### src/rtl/sdclk_pkg.sv
package sdclk_pkg;
    // Bit 0 of the state encoding is the card clock level itself.
    typedef enum logic [1:0] {
        SC_IDLE = 2'b00,
        SC_HIGH = 2'b01,
        SC_LOW  = 2'b10
    } sc_state_e;
endpackage

### src/rtl/sdclk_ratio_sel.sv
module sdclk_ratio_sel #(
    parameter int SEL_W = 8,
    parameter int EXP_W = 4
) (
    input  logic [SEL_W-1:0] sel,
    input  logic             bypass,
    output logic [EXP_W-1:0] half_exp
);
    // Half-period is 2**half_exp reference cycles; the highest set bit wins.
    always_comb begin
        half_exp = bypass ? '0 : EXP_W'(1);
        for (int i = 0; i < SEL_W; i++) begin
            if (sel[i]) half_exp = EXP_W'(i + 2);
        end
    end
endmodule

### src/rtl/sdclk_phase_fsm.sv
module sdclk_phase_fsm
    import sdclk_pkg::*;
#(
    parameter int EXP_W = 4,
    parameter int CNT_W = 9
) (
    input  logic             clk,
    input  logic             rst_n,
    input  logic             req_en,
    input  logic [EXP_W-1:0] req_exp,
    output logic             card_clk,
    output logic             ready
);
    sc_state_e        state, state_nx;
    logic [EXP_W-1:0] act_exp, act_exp_nx;
    logic [CNT_W-1:0] cnt, cnt_nx;
    logic [CNT_W:0]   half_full;
    logic [CNT_W-1:0] half_m1;
    logic             phase_end;

    always_comb begin
        half_full = (CNT_W+1)'(1) << act_exp;
        half_m1   = half_full[CNT_W-1:0] - 1'b1;
        phase_end = (cnt == half_m1);
    end

    always_comb begin
        state_nx   = state;
        act_exp_nx = act_exp;
        cnt_nx     = cnt + 1'b1;
        unique case (state)
            SC_IDLE: begin
                cnt_nx = '0;
                if (req_en) begin
                    state_nx   = SC_HIGH;
                    act_exp_nx = req_exp;
                end
            end
            SC_HIGH: begin
                if (phase_end) begin
                    state_nx = SC_LOW;
                    cnt_nx   = '0;
                end
            end
            SC_LOW: begin
                if (phase_end) begin
                    cnt_nx = '0;
                    if (req_en) begin
                        state_nx   = SC_HIGH;
                        act_exp_nx = req_exp;
                    end else begin
                        state_nx = SC_IDLE;
                    end
                end
            end
            default: state_nx = SC_IDLE;
        endcase
    end

    always_ff @(posedge clk or negedge rst_n) begin
        if (!rst_n) begin
            state   <= SC_IDLE;
            act_exp <= '0;
            cnt     <= '0;
        end else begin
            state   <= state_nx;
            act_exp <= act_exp_nx;
            cnt     <= cnt_nx;
        end
    end

    always_comb begin
        card_clk = state[0];
        if (state == SC_IDLE) ready = !req_en;
        else                  ready = req_en && (act_exp == req_exp);
    end


    edge_at_phase_end_chk: assert property (@(posedge clk) disable iff (!rst_n)
        ($rose(card_clk) || $fell(card_clk)) |-> ($past(phase_end) || $past(state == SC_IDLE)));

    cnt_in_range_chk: assert property (@(posedge clk) disable iff (!rst_n)
        cnt <= half_m1);

    ratio_hold_high_chk: assert property (@(posedge clk) disable iff (!rst_n)
        (state == SC_HIGH) |=> $stable(act_exp));

    ready_running_chk: assert property (@(posedge clk) disable iff (!rst_n)
        (ready && req_en) |-> (state != SC_IDLE));

    park_low_chk: assert property (@(posedge clk) disable iff (!rst_n)
        (ready && !req_en) |-> !card_clk);
endmodule

### src/rtl/sdclk_divider.sv
module sdclk_divider #(
    parameter int SEL_W = 8
) (
    input  logic           clk,
    input  logic           rst_n,
    input  logic [SEL_W:0] clk_ctl,
    input  logic           bypass,
    output logic           card_clk,
    output logic           ready
);
    localparam int EXP_W = $clog2(SEL_W + 2);
    localparam int CNT_W = SEL_W + 1;

    logic [EXP_W-1:0] req_exp;

    sdclk_ratio_sel #(.SEL_W(SEL_W), .EXP_W(EXP_W)) u_sel (
        .sel      (clk_ctl[SEL_W-1:0]),
        .bypass   (bypass),
        .half_exp (req_exp)
    );

    sdclk_phase_fsm #(.EXP_W(EXP_W), .CNT_W(CNT_W)) u_fsm (
        .clk      (clk),
        .rst_n    (rst_n),
        .req_en   (clk_ctl[SEL_W]),
        .req_exp  (req_exp),
        .card_clk (card_clk),
        .ready    (ready)
    );
endmodule

### config.mk
export PLATFORM = sky130hd
export DESIGN_NAME = sdclk_divider
export DESIGN_NICKNAME = d
export VERILOG_FILES = /design/src/rtl/sdclk_pkg.sv /design/src/rtl/sdclk_ratio_sel.sv /design/src/rtl/sdclk_phase_fsm.sv /design/src/rtl/sdclk_divider.sv
export SDC_FILE = /design/constraint.sdc
export NUM_CORES = 1
export LEC_CHECK = 0
export ABC_AREA = 1
export CORE_UTILIZATION = 56
export CTS_CLUSTER_SIZE = 10
export DETAILED_ROUTE_END_ITERATION = 8
export HOLD_SLACK_MARGIN = 0.08
export PLACE_DENSITY = 0.9
export SETUP_SLACK_MARGIN = 0.15
export SKIP_CTS_REPAIR_TIMING = 1
export SLEW_MARGIN = 15
export SYNTH_ARGS = -nofsm -noshare
export SYNTH_HDL_FRONTEND = slang
export SYNTH_SLANG_ARGS = --single-unit
export TNS_END_PERCENT = 30
### constraint.sdc
create_clock -name clk -period 2.5 [get_ports clk]
set_clock_uncertainty 0.05 [all_clocks]
set_input_delay 0.5 -clock clk [delete_from_list [all_inputs] [get_ports clk]]
set_output_delay 0.5 -clock clk [all_outputs]
set_load 0.005 [all_outputs]
-- After elaboration in Yosys (flattened, before gate mapping)
Index checks and enable logic that the tools add are counted.
- output and inout bits: 2
- input port bits: 12
- logic and storage cells: 40
- flip-flop bits (word level): 15
- add/sub/neg operators: 2
- shift-type cells: 1
- multiplexer cells: 20
- equal/unequal tests: 7
- reductions and logical operators: 7
- operators by type and width (cell ; count):
    two-way mux 4 bit ; 10
    case mux 9 bit (2 select lines) ; 1
    adder 9 x 1 -> 9 bit (second input constant) ; 1
    equality test 9 bit ; 1
    two-way mux 9 bit ; 1
    << shifter 1 x 4 -> 9 bit (first input constant) ; 1
    subtractor 9 x 1 -> 9 bit (second input constant) ; 1
    case mux 4 bit (2 select lines) ; 1
    two-way mux 2 bit ; 3
    case mux 2 bit (3 select lines) ; 1
    equality test 4 bit ; 1
    inequality test 2 x 1 -> 1 bit (second input constant) ; 2
    two-way mux 1 bit ; 3
    AND reduction 3 bit ; 1
    equality test 2 x 1 -> 1 bit (second input constant) ; 1
    equality test 2 bit (second input constant) ; 1
    zero test 2 bit ; 1
    inequality test 2 bit (second input constant) ; 1
    AND reduction 2 bit ; 1
    nonzero test 2 bit ; 1
    OR reduction 2 bit ; 1
    logical AND 1 bit ; 1
    zero test 1 bit ; 1

-- Longest topological paths before layout
Gate-level depths: netlist (run 1).
- depth in word-level cells: 12
- depth in mapped cells: 17
- gate-level depth less buffers: 16

-- Hierarchy
Synthesis (run 1) repeated with hierarchy kept, for this count alone.
- cell total of the unflattened synthesis: 197
- area total of the unflattened synthesis: 1287.5 um2
- by module, submodules not included (module ; cells an instance ; sequential area each (um2) ; area each (um2) ; instances):
    sdclk_phase_fsm ; 179 ; 375.4 ; 1207.4 ; 1
    sdclk_ratio_sel ; 18 ; 0.0 ; 80.1 ; 1

-- Worst setup path before layout (run 1)
Ideal clock, no wire load.
- path kind: register -> register
- start: register u_fsm.act_exp[1]
- end: register u_fsm.cnt[0]
- path slack: 0.449 ns
- clock period less this slack: 2.051 ns
- required time: 2.325 ns
- arrival time: 1.876 ns
- library setup time: 0.125 ns
- buffers on the path: 1
- cell stages (with the launch flop): 16
- cell sequence: dfrtp_1 > buf_2 > nor2_2 > nand2_1 > ha_1 > inv_1 > nand2_1 > nand2_1 > nor2_1 > nand2_1 > nor2_1 > nand2_1 > nor2_2 > nand3_4 > a21oi_4 > nor2_1
- cells in the longest elaborated chain, start to end: 5
- RTL lines (item ; line ; RTL):
    from (decl) ; sdclk_phase_fsm.sv:15 ; logic [EXP_W-1:0] act_exp, act_exp_nx;
    from (signal assigned) ; sdclk_phase_fsm.sv:67 ; act_exp <= act_exp_nx;
    << shifter 1 x 4 -> 9 bit ; sdclk_phase_fsm.sv:22 ; half_full = (CNT_W+1)'(1) << act_exp;
    subtractor 9 x 1 -> 9 bit ; sdclk_phase_fsm.sv:23 ; half_m1 = half_full[CNT_W-1:0] - 1'b1;
    equality test 9 bit ; sdclk_phase_fsm.sv:24 ; phase_end = (cnt == half_m1);
    two-way mux 9 bit ; sdclk_phase_fsm.sv:40, sdclk_phase_fsm.sv:46 ;
    case mux 9 bit (2 select lines) ; sdclk_phase_fsm.sv:31 ; unique case (state)
    net u_fsm.cnt_nx[0] ; sdclk_phase_fsm.sv:16 ; logic [CNT_W-1:0] cnt, cnt_nx;
    to (signal assigned) ; sdclk_phase_fsm.sv:68 ; cnt <= cnt_nx;
    to (decl) ; sdclk_phase_fsm.sv:16 ;
The timed path passes the listed nets, and every way through them passes these cells.
A chain may end at the register's enable or synchronous reset.

-- Worst setup path in the final report (run 1)
- start: input port bypass
- end: output port ready
- cells in the longest elaborated chain, start to end: 12
- RTL lines (item ; line ; RTL):
    from (decl) ; sdclk_divider.sv:7 ; input logic bypass,
    two-way mux 1 bit ; sdclk_ratio_sel.sv:11 ; half_exp = bypass ? '0 : EXP_W'(1);
    two-way mux 4 bit (8 in a row) ; sdclk_ratio_sel.sv:13 ; if (sel[i]) half_exp = EXP_W'(i + 2);
    equality test 4 bit ; sdclk_phase_fsm.sv:75 ; else ready = req_en && (act_exp == req_exp);
    logical AND 1 bit ; sdclk_phase_fsm.sv:75 ;
    two-way mux 1 bit ; sdclk_phase_fsm.sv:74 ; if (state == SC_IDLE) ready = !req_en;
    to (decl) ; sdclk_divider.sv:9 ; output logic ready
Every way passes these cells.

==> results.cfg, run 1 <==
[status]
status = finished clean

[synthesis]
netlist-cell-type-count = 23
synth_top_family_by_area = simple AND/OR/NAND/NOR gates
yosys.area.top_type_share_pct = 29.3
syn-instance-count = 204
synth_mux_area_share_pct = 0
yosysSeqAreaShare_pct = 29.3
synthAdderAreaFrac_pct = 6.84
synth-simple-area-share_pct = 45.5
synth_compound_area_share_pct = 6.84
ys_ff_latch = 15
yosys_warnings = 0
avgSynthCellArea_sq_um = 6.28
synth_area_sq_mm = 0.00128
syn_nets = 223
synth_top_area_cell = dfrtp_1
synthXorXnorAreaFrac_pct = 2.05
synthTopCellsByArea = dfrtp_1, nand2_1, nand3_1, inv_1, nor2_1

[timing]
fin_ws_ps = 45.4
finalMaxSlewViolations = 0
min_period_ps = 2450
max_freq_mhz = 407
rsz0062_at_grt = yes
relSlewSlack_pct = 51.6
timing.hold.ws_ps = 478
final-setup-viol-count = 0
fin_crit_sh_pct = 98.2
hold_viol = 0
worstMarginPinSlew_ps = 723

[critical_path]
critPathKind = in2out
critPathBufInv = 2
cp_top_family = buffers and inverters
required_ps = 1950
regToRegSetupSlack_ps = 230
slowest_stage = clkdlybuf4s50_1
cp_common_cell = nand2_1
r2r_start = u_fsm.act_exp[1]
critPathMaxStageDelay_ps = 460
cp.arrival_ps = 1900
path_max_fanout = 3
reg2reg_depth = 16
crit_chain = clkdlybuf4s50_1, o21bai_1, a21oi_1, o21ai_1, nand2_1, nand2_2, nand2_1, nand2_1, o21ai_1, buf_2
critPathLaunchType = input pin
worst_setup_path_end_kind = primary output
r2r-end = u_fsm.act_exp[2]

[finish]
final_cell_mix = nand2_1, inv_1, nand3_1
multi_input_area_sq_um = 862
syn2layout_area_growth_pct = 34.6
fin_area_sq_mm = 0.00172
fin_nets = 262
drive_gt1_share_pct = 24.4
seqCellArea_sq_um = 379
layout_commonest_cell = nand2_1
stdcell_count = 269
n_antenna_cell = 0
final.fill_count = 123

[die]
io_pins = 14
start_util_pct = 62.1
rows = 16
fp.dieW_um = 49.8
core_sq_mm = 0.00206
die_h_um = 49.8
die-area_sq_mm = 0.00248

[placement]
dp_hpwl_um = 2260
pre_cts_slack_ps = -489
place_area_sq_mm = 0.00149
gp_congestion = 0.910
dp.cells = 250
io_buffers = 13

[routing]
vias = 1458
dr.pass1.iters = 5
drc = 0
wl_per_cell_um = 14.3
drt-initial-drc-count = 74
routed_wl_um = 3840
ant_nets = 0
via_per_inst = 5.42

[pwr]
total_power_uw = 1940
vdd_ir_drop_max_uv = 746
power_density_mw_per_mm2 = 1130
leakagePower_uw = 0.000955

[clocking]
clkTransAtPathRegs_ps = 100
cts_buffers = 3
root_buffer = clkbuf_4
clock_sinks = 15
insertion_delay_ps = 300
cts_max_level = 1
cts.path.max_buffers = 2
tritoncts = yes

[min_path]
hp-class = reg2reg
min_to = u_fsm.cnt[0]
min_path_cells = 1
hold_start = u_fsm.cnt[0]

[run]
cap_violations = 0

[global_routing]
antenna_found_initial = 0
grt_pass1_vias = 1183
grt_max_degree = 16
grtUsageTotal_pct = 26.1
grt_pass1_wl_um = 4990
gr-total-overflow = 0
-- layer usage --
layer / global-route usage [%] / vias to the layer above / share of wire, %
met4: 1.43 / 0 / 1.5
met2: 45.5 / 78 / 51
met5: 0 / - / 0
met1: 34.6 / 663 / 40
li1: - / 707 / -
met3: 5.56 / 10 / 7.5
-- where the power goes --
| part | internal, uW | switching, uW |
|---|---|---|
| Combinational | 572 | 821 |
| Sequential | 313 | 91.8 |
| Clock | 59.6 | 82.9 |
-- worst reg2reg max path, delay by kind of cell, from the launching register on --
kind                     cells  cell delay [ps]
buffers and inverters        2              220
flip-flops                   1              470
AND/OR/NAND/NOR             13             1270
adder cells (fa/ha/maj)      1              160
-- worst max-delay path by stage --
stage | startpoint | endpoint | slack, ps | cells after the start
finish | bypass | ready | 50 | 10
global route | u_fsm.state[1] | ready | -90 | 10
CTS | clk_ctl[7] | ready | -490 | 9
detailed placement | clk_ctl[7] | ready | -490 | 9
global placement | clk_ctl[7] | ready | -340 | 9
floorplan | u_fsm.act_exp[1] | u_fsm.cnt[0] | 450 | 15
-- registers in the layout (all words and copies together), names as in the netlist --
signal and cells:
u_fsm.state 2, u_fsm.cnt 9, u_fsm.act_exp 4
-- synth_stat cells, drive strengths merged --
cell type / number
xnor2: 1
nand2: 76
dfrtp: 15
nor2: 28
buf: 1
nand3: 25
xor2: 2
nor3: 2
o21bai: 1
o21ai: 6
ha: 7
inv: 31
a21oi: 7
or2: 2
-- area by class of cell --
type                            instances  share of cell area [%]
Multi-Input combinational cell        158                    50.0
Timing Repair Buffer                   34                    17.7
Clock buffer                            3                    1.31
Clock inverter                          1                   0.290
Tap cell                               27                    1.96
Sequential cell                        15                    22.0
Inverter                               31                    6.75
-- logic make-up after synthesis --
group,count (synthesis)
and+or+nand+nor,133
buffers and inverters,32
DFF,15
AOI/OAI and AO/OA,14
adders and majority gates,7
xor gates and xnor gates,3
-- metrics by stage --
step                setup TNS [ps]  utilization, %
floorplan                        0               -
global placement              -339            72.4
detailed placement            -489            72.4
CTS                           -487            73.7
global route                 -90.7            83.6
finish                           0            83.6
Note: power is estimated with default switching activity, not from simulation.
==> run 2: changes to the inputs <==
--- a/config.mk
+++ b/config.mk
@@ -9,6 +9,7 @@
 export CORE_UTILIZATION = 56
 export CTS_CLUSTER_SIZE = 10
 export DETAILED_ROUTE_END_ITERATION = 8
+export GPL_TIMING_DRIVEN = 0
 export HOLD_SLACK_MARGIN = 0.08
 export PLACE_DENSITY = 0.9
 export SETUP_SLACK_MARGIN = 0.15
==> results.cfg, run 2 (same netlist as run 1, synthesis figures left out) <==
[die]
fp.dieW_um = 49.8
rows = 16
start_util_pct = 62.1
die_h_um = 49.8
core_sq_mm = 0.00206
io_pins = 14
die-area_sq_mm = 0.00248

[routing]
drc = 0
via_per_inst = 5.49
routed_wl_um = 3560
drt-initial-drc-count = 45
ant_nets = 0
wl_per_cell_um = 13.7
vias = 1428
dr.pass1.iters = 4

[timing]
hold_viol = 0
final-setup-viol-count = 0
relSlewSlack_pct = 53.8
rsz0062_at_grt = yes
min_period_ps = 2470
worstMarginPinSlew_ps = 691
fin_crit_sh_pct = 98.7
finalMaxSlewViolations = 0
max_freq_mhz = 405

[finish]
largest_register_ffs = 9
final_cell_mix = nand2_1, inv_1, nand3_1, nor2_1, dfrtp_1
syn2layout_area_growth_pct = 30.2
drive_gt1_share_pct = 24.5
n_antenna_cell = 0
seqCellArea_sq_um = 379
final.fill_count = 126
stdcell_count = 260
multi_input_area_sq_um = 871
layout_commonest_cell = nand2_1
top_regs = u_fsm.cnt: 9 flops, u_fsm.act_exp: 4 flops, u_fsm.state: 2 flops
fin_nets = 253
post-route-util_pct = 80.9
top_register = u_fsm.cnt

[pwr]
leakagePower_uw = 0.000899
power_density_mw_per_mm2 = 1140
vdd_ir_drop_max_uv = 891

[critical_path]
critPathKind = in2out
required_ps = 1950
reg2reg_depth = 14
critPathMaxStageDelay_ps = 410
r2r_start = u_fsm.act_exp[2]
cp.arrival_ps = 1920
startpoint = clk_ctl[5]
path_max_fanout = 3
worst_setup_path_end_kind = primary output
critPathLaunchType = input pin
cp-endpoint = ready
regToRegSetupSlack_ps = 250
crit_chain = clkdlybuf4s50_1, inv_2, nand3_2, nand2_2, inv_1, nand2_1, nand3_2, nor3_2, nand2_1, o21ai_1, buf_2
slowest_stage = clkdlybuf4s50_1
r2r-end = u_fsm.cnt[3]

[min_path]
hp-class = reg2reg
min_path_cells = 1

[status]
status = finished clean

[global_routing]
grtUsageTotal_pct = 26.0
antenna_found_initial = 0
gr-total-overflow = 0
grt_max_degree = 16
grt_pass1_vias = 1211
grt_pass1_wl_um = 4900

[clocking]
cts_buffers = 3
cts_max_level = 1
root_buffer = clkbuf_4
clkTransAtPathRegs_ps = 80
tritoncts = yes
insertion_delay_ps = 290
clock_sinks = 15
cts.path.max_buffers = 2

[placement]
dp.cells = 244
io_buffers = 13
dp_hpwl_um = 2260
gp_congestion = 0.928

[run]
cap_violations = 0
==> run 2: through the flow <==
| step | worst slack (ps) | instance area [sq um] | total power [uW] | hold slack [ps] | setup TNS, ps |
|---|---|---|---|---|---|
| global route | 18.1 | 1670 | 2040 | 519 | 0 |
| CTS | -458 | 1470 | 1560 | 486 | -458 |
| finish | 33.6 | 1670 | 1900 | 491 | 0 |
| global placement | -372 | 1450 | 1350 | 455 | -372 |
| detailed placement | -459 | 1450 | 1420 | 475 | -459 |
| floorplan | 449 | 1280 | 1180 | 154 | 0 |
==> run 2: worst max-delay path: cells and delay by family <==
family                 cells  cell delay (ps)
AOI/OAI and AO/OA          1              140
buffers and inverters      4              680
and+or+nand+nor            6              600
==> run 2: where the power goes <==
group	leakage [uW]	switching [uW]	internal, uW
logic	0.000689	790	552
registers	0.000195	99.7	313
clock network	0.0000150	79.2	62.1
total	0.000899	969	927
==> run 2: per-layer routing <==
metal  wire, um  up-vias  global-route usage [%]
li1           -      693                       -
met5          0        -                       0
met4         82        0                    8.57
met1       1470      671                    32.6
met3        197       10                    2.16
met2       1810       54                    46.4
==> run 2: final cells by class <==
| cell class | instances | share of cell area, % |
|---|---|---|
| inverter | 31 | 7.13 |
| timing repair buffer | 24 | 13.7 |
| buffer | 1 | 0.675 |
| multi-input combinational | 158 | 52.2 |
| tap | 27 | 2.03 |
| sequential | 15 | 22.7 |
| clock buffer | 4 | 1.58 |
==> run 2: worst min path at each step <==
stage,startpoint,to
6_report,u_fsm.cnt[0],u_fsm.cnt[0]
5_1_grt,u_fsm.state[1],u_fsm.state[1]
4_1_cts,u_fsm.cnt[0],u_fsm.cnt[0]
3_5_place_dp,u_fsm.cnt[0],u_fsm.cnt[0]
3_3_place_gp,u_fsm.cnt[0],u_fsm.cnt[0]
2_1_floorplan,rst_n,u_fsm.act_exp[0]
==> run 3: changes to the inputs <==
--- a/config.mk
+++ b/config.mk
@@ -6,12 +6,13 @@
 export NUM_CORES = 1
 export LEC_CHECK = 0
 export ABC_AREA = 1
-export CORE_UTILIZATION = 56
+export CORE_UTILIZATION = 25
+export CTS_CLUSTER_DIAMETER = 60
 export CTS_CLUSTER_SIZE = 10
 export DETAILED_ROUTE_END_ITERATION = 8
 export GPL_TIMING_DRIVEN = 0
 export HOLD_SLACK_MARGIN = 0.08
-export PLACE_DENSITY = 0.9
+export PLACE_DENSITY = 0.53
 export SETUP_SLACK_MARGIN = 0.15
 export SKIP_CTS_REPAIR_TIMING = 1
 export SLEW_MARGIN = 15
==> results.cfg, run 3 (same netlist as run 1, synthesis figures left out) <==
[timing]
final-setup-viol-count = 0
hold_viol = 0
finalMaxSlewViolations = 0
timing.hold.ws_ps = 478
rsz0062_at_grt = yes
relSlewSlack_pct = 52.9
worstMarginPinSlew_ps = 704
max_freq_mhz = 428
min_period_ps = 2340
fin_crit_sh_pct = 93.4

[critical_path]
reg2reg_depth = 15
regToRegSetupSlack_ps = 270
path_max_fanout = 3
critPathLaunchType = input pin
crit_chain = clkdlybuf4s50_1, o21bai_1, a21oi_1, o21ai_1, nand2_1, nand2_2, nand2_1, nand2_1, o21ai_1, buf_2
r2r_start = u_fsm.act_exp[1]
critPathKind = in2out
cp_common_cell = nand2_1
worst_setup_path_end_kind = primary output
cp.arrival_ps = 1790
critPathMaxStageDelay_ps = 420
required_ps = 1950
r2r-end = u_fsm.cnt[1]
slowest_stage = clkdlybuf4s50_1

[routing]
wl_per_cell_um = 10.3
drt-initial-drc-count = 58
dr.pass1.iters = 4
drc = 0
ant_nets = 0
via_per_inst = 4.22
routed_wl_um = 3120
vias = 1280

[finish]
final_cell_mix = nand2_1, inv_1, nor2_1
fin_nets = 256
n_antenna_cell = 0
drive_gt1_share_pct = 22.5
stdcell_count = 303
syn2layout_area_growth_pct = 34.4
layout_commonest_cell = nand2_1
post-route-util_pct = 35.7
final.fill_count = 541
top_register = u_fsm.cnt
multi_input_area_sq_um = 847
top_regs = u_fsm.cnt: 9 flops, u_fsm.act_exp: 4 flops, u_fsm.state: 2 flops
largest_register_ffs = 9
seqCellArea_sq_um = 379
fin_area_sq_mm = 0.00172

[min_path]
hp-class = reg2reg
hold_start = u_fsm.cnt[0]
min_path_cells = 1
min_to = u_fsm.cnt[0]

[pwr]
leakagePower_uw = 0.000894
power_density_mw_per_mm2 = 1090
vdd_ir_drop_max_uv = 298

[global_routing]
antenna_found_initial = 0
grt_max_degree = 16
grtUsageTotal_pct = 11.5
grt_pass1_wl_um = 5010
gr-total-overflow = 0
grt_pass1_vias = 1179

[clocking]
clock_sinks = 15
root_buffer = clkbuf_8
cts_max_level = 1
cts.path.max_buffers = 2
insertion_delay_ps = 240
tritoncts = yes
clkTransAtPathRegs_ps = 60
cts_buffers = 3

[die]
die-area_sq_mm = 0.00542
start_util_pct = 26.6
core_sq_mm = 0.00482
rows = 25
io_pins = 14
die_h_um = 73.6
fp.dieW_um = 73.6

[placement]
dp_hpwl_um = 2230
dp.cells = 284
place_area_sq_mm = 0.00150
gp_congestion = 0.804
io_buffers = 13

[run]
cap_violations = 0

[status]
status = finished clean
==> run 3: changes by cell type in the layout (fill, tap and decap cells not counted), sizes merged <==
cell | previous run | this run
buf | 13 | 16
clkdlybuf4s50 | 4 | 7
dlymetal6s2s | 8 | 5
==> run 3: worst max-delay path: cells and delay by family <==
family	cells	cell delay (ps)
buffers and inverters	2	550
and+or+nand+nor	4	230
AOI/OAI and AO/OA	4	510
==> run 3: layer usage <==
| layer | GRT usage, % | routed length, um | part of all wire (%) | vias to the layer above |
|---|---|---|---|---|
| met2 | 19.3 | 1470 | 47 | 7 |
| li1 | - | - | - | 692 |
| met1 | 15.5 | 1560 | 50 | 577 |
| met4 | 3.21 | 52 | 1.7 | 0 |
| met3 | 1.51 | 30 | 0.96 | 4 |
| met5 | 0 | 0 | 0 | - |
==> run 3: how the worst max path moves through the flow <==
stage	endpoint	cells after the start	startpoint	slack, ps
after floorplan	u_fsm.cnt[0]	15	u_fsm.act_exp[1]	450
after global placement	ready	9	clk_ctl[7]	-490
after detailed placement	ready	9	clk_ctl[7]	-520
after CTS	ready	9	clk_ctl[7]	-510
after global routing	ready	11	clk_ctl[4]	50
final	ready	10	clk_ctl[1]	160
==> run 3: per-stage QoR <==
step	power (uW)	worst slack [ps]	TNS [ps]
after floorplan	1180	449	0
after CTS	1620	-507	-507
final	1880	165	0
after global placement	1410	-487	-487
after global routing	2080	52.9	0
after detailed placement	1410	-520	-520
==> run 3: power by group <==
part	switching, uW	internal [uW]	leakage [uW]	total [uW]
Sequential	91.9	314	0.000195	406
Clock	84.4	113	0.0000228	197
Combinational	727	547	0.000676	1270
Total	903	974	0.000894	1880
==> run 3: layout make-up <==
type | count | area share, %
buffer | 1 | 0.436
sequential | 15 | 22.0
clock buffer | 4 | 2.62
multi-input combinational | 158 | 49.2
inverter | 31 | 6.76
timing repair buffer | 27 | 14.1
tap | 67 | 4.87
